`src/rtl/dg_pkg.sv`:
```
package dg_pkg;
  localparam int NUM_CNT = 3;  // 0 fixed-point, 1 load/store, 2 floating-point
  localparam int NUM_FLG = 4;  // 0 cond-reg, 1 special-reg, 2 vector alu, 3 vector permute

  typedef enum logic [3:0] {
    CLS_PSEUDO   = 4'd0,
    CLS_FXU      = 4'd1,
    CLS_FXU_LEAD = 4'd2,
    CLS_LOAD     = 4'd3,
    CLS_STORE    = 4'd4,
    CLS_FPU      = 4'd5,
    CLS_CREG     = 4'd6,
    CLS_SREG     = 4'd7,
    CLS_VALU     = 4'd8,
    CLS_VPERM    = 4'd9,
    CLS_BRANCH   = 4'd10
  } dg_cls_e;

  typedef struct packed {
    logic               pseudo;
    logic               br;
    logic               lead;
    logic [NUM_CNT-1:0] cnt_use;
    logic [NUM_FLG-1:0] flg_use;
  } dg_dec_t;
endpackage

```
`src/rtl/dg_class_dec.sv`:
```
module dg_class_dec
  import dg_pkg::*;
(
  input  logic [3:0] cls_i,
  output dg_dec_t    dec_o
);
  always_comb begin
    dec_o = '0;
    unique case (cls_i)
      CLS_FXU:      dec_o.cnt_use[0] = 1'b1;
      CLS_FXU_LEAD: begin dec_o.cnt_use[0] = 1'b1; dec_o.lead = 1'b1; end
      CLS_LOAD,
      CLS_STORE:    dec_o.cnt_use[1] = 1'b1;
      CLS_FPU:      dec_o.cnt_use[2] = 1'b1;
      CLS_CREG:     begin dec_o.flg_use[0] = 1'b1; dec_o.lead = 1'b1; end
      CLS_SREG:     begin dec_o.flg_use[1] = 1'b1; dec_o.lead = 1'b1; end
      CLS_VALU:     dec_o.flg_use[2] = 1'b1;
      CLS_VPERM:    dec_o.flg_use[3] = 1'b1;
      CLS_BRANCH:   dec_o.br = 1'b1;
      default:      dec_o.pseudo = 1'b1;  // pseudo and unused codes
    endcase
  end
endmodule

```
`src/rtl/dg_hazard.sv`:
```
module dg_hazard
  import dg_pkg::*;
#(
  parameter int GROUP_SLOTS = 5,
  parameter int UNIT_QUOTA  = 2,
  localparam int UW = $clog2(GROUP_SLOTS + 1),
  localparam int CW = $clog2(UNIT_QUOTA + 1)
) (
  input  dg_dec_t                    dec_i,
  input  logic                       ctr_br_i,
  input  logic [UW-1:0]              used_i,
  input  logic [NUM_CNT-1:0][CW-1:0] cnt_i,
  input  logic [NUM_FLG-1:0]         flg_i,
  input  logic                       ctr_set_i,
  input  logic                       sealed_i,
  output logic                       close_o
);
  logic [NUM_CNT-1:0] quota_full;
  logic               flag_hit, lead_hit, last_hit, ctr_hit, nonempty;

  for (genvar k = 0; k < NUM_CNT; k++) begin : g_quota
    assign quota_full[k] = dec_i.cnt_use[k] && (cnt_i[k] == CW'(UNIT_QUOTA));
  end

  assign nonempty = (used_i != '0);
  assign flag_hit = |(dec_i.flg_use & flg_i);
  assign lead_hit = dec_i.lead && nonempty;
  assign last_hit = (used_i >= UW'(GROUP_SLOTS - 1)) && !dec_i.br;
  assign ctr_hit  = ctr_set_i && ctr_br_i;

  assign close_o = nonempty &&
                   (sealed_i || (|quota_full) || flag_hit || lead_hit || last_hit || ctr_hit);
endmodule

```
`src/rtl/dg_group_state.sv`:
```
module dg_group_state
  import dg_pkg::*;
#(
  parameter int GROUP_SLOTS = 5,
  parameter int UNIT_QUOTA  = 2,
  localparam int UW = $clog2(GROUP_SLOTS + 1),
  localparam int CW = $clog2(UNIT_QUOTA + 1)
) (
  input  logic                       clk_i,
  input  logic                       rst_ni,
  input  logic                       flush_i,
  input  logic                       take_i,
  input  logic                       close_i,
  input  dg_dec_t                    dec_i,
  input  logic                       ctr_wr_i,
  output logic [UW-1:0]              used_o,
  output logic [NUM_CNT-1:0][CW-1:0] cnt_o,
  output logic [NUM_FLG-1:0]         flg_o,
  output logic                       ctr_set_o,
  output logic                       sealed_o
);
  always_ff @(posedge clk_i or negedge rst_ni) begin
    if (!rst_ni) begin
      used_o    <= '0;
      ctr_set_o <= 1'b0;
      sealed_o  <= 1'b0;
    end else if (flush_i) begin
      used_o    <= '0;
      ctr_set_o <= 1'b0;
      sealed_o  <= 1'b0;
    end else if (take_i) begin
      used_o    <= close_i ? UW'(1) : used_o + UW'(1);
      ctr_set_o <= (ctr_set_o && !close_i) || ctr_wr_i;
      sealed_o  <= dec_i.br;
    end
  end

  for (genvar k = 0; k < NUM_CNT; k++) begin : g_cnt
    always_ff @(posedge clk_i or negedge rst_ni) begin
      if (!rst_ni)       cnt_o[k] <= '0;
      else if (flush_i)  cnt_o[k] <= '0;
      else if (take_i)   cnt_o[k] <= (close_i ? '0 : cnt_o[k]) + CW'(dec_i.cnt_use[k]);
    end

    a_r3_quota_bound : assert property (@(posedge clk_i) disable iff (!rst_ni)
      cnt_o[k] <= CW'(UNIT_QUOTA));
  end

  for (genvar f = 0; f < NUM_FLG; f++) begin : g_flg
    always_ff @(posedge clk_i or negedge rst_ni) begin
      if (!rst_ni)       flg_o[f] <= 1'b0;
      else if (flush_i)  flg_o[f] <= 1'b0;
      else if (take_i)   flg_o[f] <= (flg_o[f] && !close_i) || dec_i.flg_use[f];
    end

    // a single-use resource is never taken twice without a close in between
    a_r4_single_use : assert property (@(posedge clk_i) disable iff (!rst_ni)
      (take_i && flg_o[f] && dec_i.flg_use[f]) |-> close_i);
  end

  a_r2_slot_bound : assert property (@(posedge clk_i) disable iff (!rst_ni)
    used_o <= UW'(GROUP_SLOTS));

  a_r10_flush_empty : assert property (@(posedge clk_i) disable iff (!rst_ni)
    flush_i |=> (used_o == '0 && !sealed_o && !ctr_set_o));
endmodule

```
`src/rtl/dg_former.sv`:
```
module dg_former
  import dg_pkg::*;
#(
  parameter int GROUP_SLOTS = 5,
  parameter int UNIT_QUOTA  = 2,
  localparam int UW = $clog2(GROUP_SLOTS + 1),
  localparam int CW = $clog2(UNIT_QUOTA + 1)
) (
  input  logic          clk_i,
  input  logic          rst_ni,
  input  logic          flush_i,
  input  logic          in_valid_i,
  output logic          in_ready_o,
  input  logic [3:0]    in_cls_i,
  input  logic          in_ctr_wr_i,
  input  logic          in_ctr_br_i,
  output logic          acc_o,
  output logic          close_o,
  output logic [UW-1:0] slot_o,
  output logic          done_o,
  output logic [UW-1:0] done_cnt_o
);
  dg_dec_t                    dec;
  logic                       take, close;
  logic [UW-1:0]              used;
  logic [NUM_CNT-1:0][CW-1:0] cnt;
  logic [NUM_FLG-1:0]         flg;
  logic                       ctr_set, sealed;

  assign in_ready_o = !flush_i;
  assign take       = in_valid_i && in_ready_o && !dec.pseudo;

  dg_class_dec u_dec (
    .cls_i (in_cls_i),
    .dec_o (dec)
  );

  dg_hazard #(.GROUP_SLOTS(GROUP_SLOTS), .UNIT_QUOTA(UNIT_QUOTA)) u_haz (
    .dec_i     (dec),
    .ctr_br_i  (in_ctr_br_i),
    .used_i    (used),
    .cnt_i     (cnt),
    .flg_i     (flg),
    .ctr_set_i (ctr_set),
    .sealed_i  (sealed),
    .close_o   (close)
  );

  dg_group_state #(.GROUP_SLOTS(GROUP_SLOTS), .UNIT_QUOTA(UNIT_QUOTA)) u_state (
    .clk_i     (clk_i),
    .rst_ni    (rst_ni),
    .flush_i   (flush_i),
    .take_i    (take),
    .close_i   (close),
    .dec_i     (dec),
    .ctr_wr_i  (in_ctr_wr_i),
    .used_o    (used),
    .cnt_o     (cnt),
    .flg_o     (flg),
    .ctr_set_o (ctr_set),
    .sealed_o  (sealed)
  );

  always_ff @(posedge clk_i or negedge rst_ni) begin
    if (!rst_ni) begin
      acc_o      <= 1'b0;
      close_o    <= 1'b0;
      slot_o     <= '0;
      done_o     <= 1'b0;
      done_cnt_o <= '0;
    end else begin
      acc_o      <= take;
      close_o    <= take && close;
      slot_o     <= (take && !close) ? used : '0;
      done_o     <= (flush_i && used != '0) || (take && close);
      done_cnt_o <= (flush_i || (take && close)) ? used : '0;
    end
  end

  a_r5_lead_first : assert property (@(posedge clk_i) disable iff (!rst_ni)
    (take && dec.lead) |=> (slot_o == '0));

  a_r2_last_branch : assert property (@(posedge clk_i) disable iff (!rst_ni)
    (acc_o && slot_o == UW'(GROUP_SLOTS - 1)) |-> $past(dec.br));

  a_r9_close_done : assert property (@(posedge clk_i) disable iff (!rst_ni)
    close_o |-> (done_o && slot_o == '0 && done_cnt_o != '0));

  a_r8_pseudo_quiet : assert property (@(posedge clk_i) disable iff (!rst_ni)
    (in_valid_i && dec.pseudo && !flush_i) |=> (!acc_o && !done_o));

  a_r6_sealed_close : assert property (@(posedge clk_i) disable iff (!rst_ni)
    (sealed && take) |=> close_o);
endmodule

```
`config.mk`:
```
export PLATFORM = sky130hd
export DESIGN_NAME = dg_former
export DESIGN_NICKNAME = d
export VERILOG_FILES = /design/src/rtl/dg_pkg.sv /design/src/rtl/dg_class_dec.sv /design/src/rtl/dg_hazard.sv /design/src/rtl/dg_group_state.sv /design/src/rtl/dg_former.sv
export SDC_FILE = /design/constraint.sdc
export NUM_CORES = 1
export LEC_CHECK = 0
export CORE_ASPECT_RATIO = 1.75
export CORE_MARGIN = 2
export CORE_UTILIZATION = 38
export DETAILED_ROUTE_END_ITERATION = 16
export PLACE_DENSITY = 0.57
export SKIP_LAST_GASP = 1
export SYNTH_ARGS = -nofsm -noshare
export SYNTH_HDL_FRONTEND = slang
export SYNTH_HIERARCHICAL = 1
export SYNTH_SLANG_ARGS = --single-unit
export TNS_END_PERCENT = 20
```
`constraint.sdc`:
```
create_clock -name clk_i -period 2.85 [get_ports clk_i]
set_input_delay 0.4275 -clock clk_i [delete_from_list [all_inputs] [get_ports clk_i]]
set_output_delay 0.4275 -clock clk_i [all_outputs]
set_load 0.02 [all_outputs]
```
==> results.md <==
- Synth cell count leaders: 24 x dfrtp_1, 10 x nor2_1, 9 x a21oi_1
- Routed wire length per instance: between 10 and 15 microns
- Post-synthesis instance total: approximately 130
- Slew HR: 62.39%
- Critical Path, Cell by Cell: clkdlybuf4s50_1 > or3b_1 > a21oi_1 > nand2_1 > o221a_2 > a31oi_1 > buf_4 > nor2b_1 > ha_1 > o21a_1 > o32ai_1
- Die area: around 4000 sq um
- GRT Residual Overflow: 0
- Most common cell in the netlist: dfrtp_1
- Tcrit/Tclk final: around nine tenths
- Setup CP Type: primary input to flip-flop
- Largest net degree at the start of global routing: 25
- Antenna-violating nets left: 0
- Max cap viols: 0
- Unrepaired setup endpoints after global routing: false
- Post-synth top area share: a little under half
- Fmax: a little under 400 MHz
- Placed cell areas: around 1600 sq um
- Max Buffers Root-to-Sink: 2
- Post-synth ARST share: 100.0%
- Core ar.: roughly 3400 sq um
- Critical Path Sink: u_state/cnt_o[1]$_DFFE_PN0P_
- Port bufs: 19
- Clk sinks: 24
- Post-synth EDFFs: 0
- Number of global-route vias before repair: between 1000 and 1500
- H-tree lvl count: 1
- Lkg Pwr: approximately 0.00075 uW
- Global-route wire length before repair: 4823 microns
- # diodes: 0
- Final Hold Viols: 0
- Endpoints failing setup: 0
- Synth Area in Compound Gates: between 10% and 20%
- Worst slack, placed: -158.3 ps
- Power per Cell Area: 381.6 nW/um^2
- Largest family of logic cells by synthesized area: simple AND/OR/NAND/NOR gates
- Worst setup startpoint: in_cls_i[1]
- Synth Area in Simple Gates: approximately a quarter
- Xor/xnor share of the synthesized area: 0%
- Startpoint Class: primary input
- Path category of the worst min-delay check: primary input to async pin
- Yosys cell types: 37
- Least-Margin Pin Slew: about 560 ps
- Slowest cell on crit path: clkdlybuf4s50_1
- Gpl congestion: between 0.8 and 0.9
- R2r endpoint: u_state/cnt_o[1]$_DFFE_PN0P_
- Mapped Area: about 1300 sq um
- Slew Limit Fails: 0
- Area leader, netlist: dfrtp_1
- Core Rows: 28
- Fraction of layout cells with a size suffix above 1: between 10% and 20%
- Final instance area: between 1500 and 2000 sq um
- Ports: 20
- #FFs+latches synth: 24
- CTS clk-pin slew, worst paths: 80 ps
- Chip height: between 80 and 90 microns
- Critical path arrival: 2760 ps
- Register-to-register setup slack: ~930 ps
- Post-route setup slack: 257.5 ps
- Tot GR Track Use: 15.85%
- Synth top area cells: dfrtp_1 45%, a21bo_1 3.8%, ha_1 3.8%
- Starting Density: between 30% and 40%
- WP data required: 3020 ps
- Worst vdd ir: 0.2174 mV
- Crit-path leading delay family: compound AO/OA/AOI/OAI gates
- Prevailing post-synth register cell: dfrtp_1
- Mapped Nets: between 100 and 150
- Routed Wire Length: about 2800 microns
- Critical Path Fanout Max: 9
- Initial DRT Pass Iterations: 4
- CTS Buf Count: 3
- Status: finished, final reports clean
- Final Skew: between 1 and 1.5 ps
- Initial antenna violation count: 0
- Multiplexer share of the synthesized area: 3.027%
- Cell count of the worst reg-to-reg path: 8
- Drc violations: 0
- Min Tclk post-route: between 2000 and 3000 ps
- Worst path max stage delay: just under 500 ps
- Register area share after synthesis: a little under half
- Synthesis Warnings: 6
- Die X: between 40 and 50 microns
- Instance count on the critical path: 11
- Hpwl dp: just over 2000 microns
- Setup crit end kind: flip-flop
- Launching point of the worst reg2reg path: u_state/flg_o[2]$_DFFE_PN0P_
- CTS tree: built
- DRT iter0 DRCs: 12
- Vias: about 1000
- Crit path buf inv count: 2
- WHS: approximately 520 ps
- Final nets: between 150 and 200
- Avg Vias per Cell: just over 5
- Adder-Cell Fraction of Synth Area: 3.784%
- Area growth syn-to-layout: 28.29%
- Clk Latency, worst-skew pair: between 200 and 300 ps
- Syn Area/Cell: around 10 sq um
- Root buffer cell: clkbuf_8
## worst register-to-register path: cells and delay by family, from the launching register on
kind | cells | cell delay (ps)
adders and majority gates | 1 | 200
DFF | 1 | 380
buffers and inverters | 2 | 240
AOI/OAI and AO/OA | 4 | 880
and+or+nand+nor | 1 | 130
## per-layer routing
| metal | share of wire, % | global-route usage [%] | up-vias |
|---|---|---|---|
| met5 | 0 | 0 | - |
| met4 | 1.9 | 8.286 | 0 |
| met3 | 2.9 | 2.182 | 5 |
| met2 | 53 | 27.78 | 21 |
| met1 | 43 | 18.99 | 511 |
| li1 | - | - | 512 |
## cells in the final DEF (no fill, tap or decap), types with 2 or more instances in the layout
master,count
nand2_1,8
dfrtp_1,24
dlymetal6s2s_1,2
and2_1,4
mux2i_1,4
o21a_1,3
nor2b_1,7
buf_4,11
inv_1,6
nor3_1,2
a21bo_1,5
o21ai_0,2
ha_1,4
a21oi_1,9
nand3b_1,4
nor2_1,9
nand2b_1,8
a21boi_0,3
or2b_1,2
o32ai_1,3
clkdlybuf4s50_1,17
clkbuf_8,3
## logic make-up after synthesis
family / Yosys count
buf+inv: 10
mux: 4
compound gates: 32
flops: 24
simple gates: 54
fa+ha+maj: 4
## per-stage QoR
step	instances	power [uW]	setup TNS, ps	util (%)
3_3_place_gp	200	451.7	-66.08	48.81
6_report	203	647.5	0	50.45
5_1_grt	203	675.5	0	50.45
2_1_floorplan	128	401.6	0	-
4_1_cts	203	655.8	0	50.04
3_5_place_dp	200	454.9	-718.9	48.81
## registers in the layout (all words and copies together), names as in the netlist
signal and count:
u_state/cnt_o 6, u_state/flg_o 4, done_cnt_o 3, slot_o 3
u_state/used_o 3, acc_o 1, close_o 1, done_o 1
u_state/ctr_set_o 1, u_state/sealed_o 1
## cell type report
type	instances	area [sq um]
Timing Repair Buffer	31	297.8
Multi-Input combinational cell	94	678.2
Inverter	6	22.52
Tap cell	45	56.30
Fill cell	336	1667
Clock buffer	3	41.29
Sequential cell	24	600.6
## report_power, final
| group | leakage, uW | total [uW] | internal [uW] | switching (uW) |
|---|---|---|---|---|
| clock network | 0.0000216 | 200 | 94.6 | 105 |
| logic | 0.000397 | 97.5 | 47.2 | 50.3 |
| registers | 0.000332 | 350 | 346 | 4.21 |
## how the worst min path moves through the flow
| stage | start | endpoint | cells after the start |
|---|---|---|---|
| floorplan | rst_ni | acc_o$_DFF_PN0_ | 0 |
| global route | rst_ni | u_state/used_o[2]$_DFFE_PN0P_ | 2 |
| detailed placement | u_state/sealed_o$_DFFE_PN0P_ | u_state/sealed_o$_DFFE_PN0P_ | 2 |
| finish | rst_ni | u_state/used_o[2]$_DFFE_PN0P_ | 2 |
| global placement | u_state/sealed_o$_DFFE_PN0P_ | u_state/sealed_o$_DFFE_PN0P_ | 2 |
| CTS | rst_ni | u_state/used_o[2]$_DFFE_PN0P_ | 2 |
## timing repair
action | 4_1_cts | 5_1_grt
hold buffers | 0 | 0
buffers inserted | 0 | 0
setup endpoints to repair | 0 | 7
gates resized for setup | 0 | 4
No activity file was read; power rests on OpenSTA's default activity.
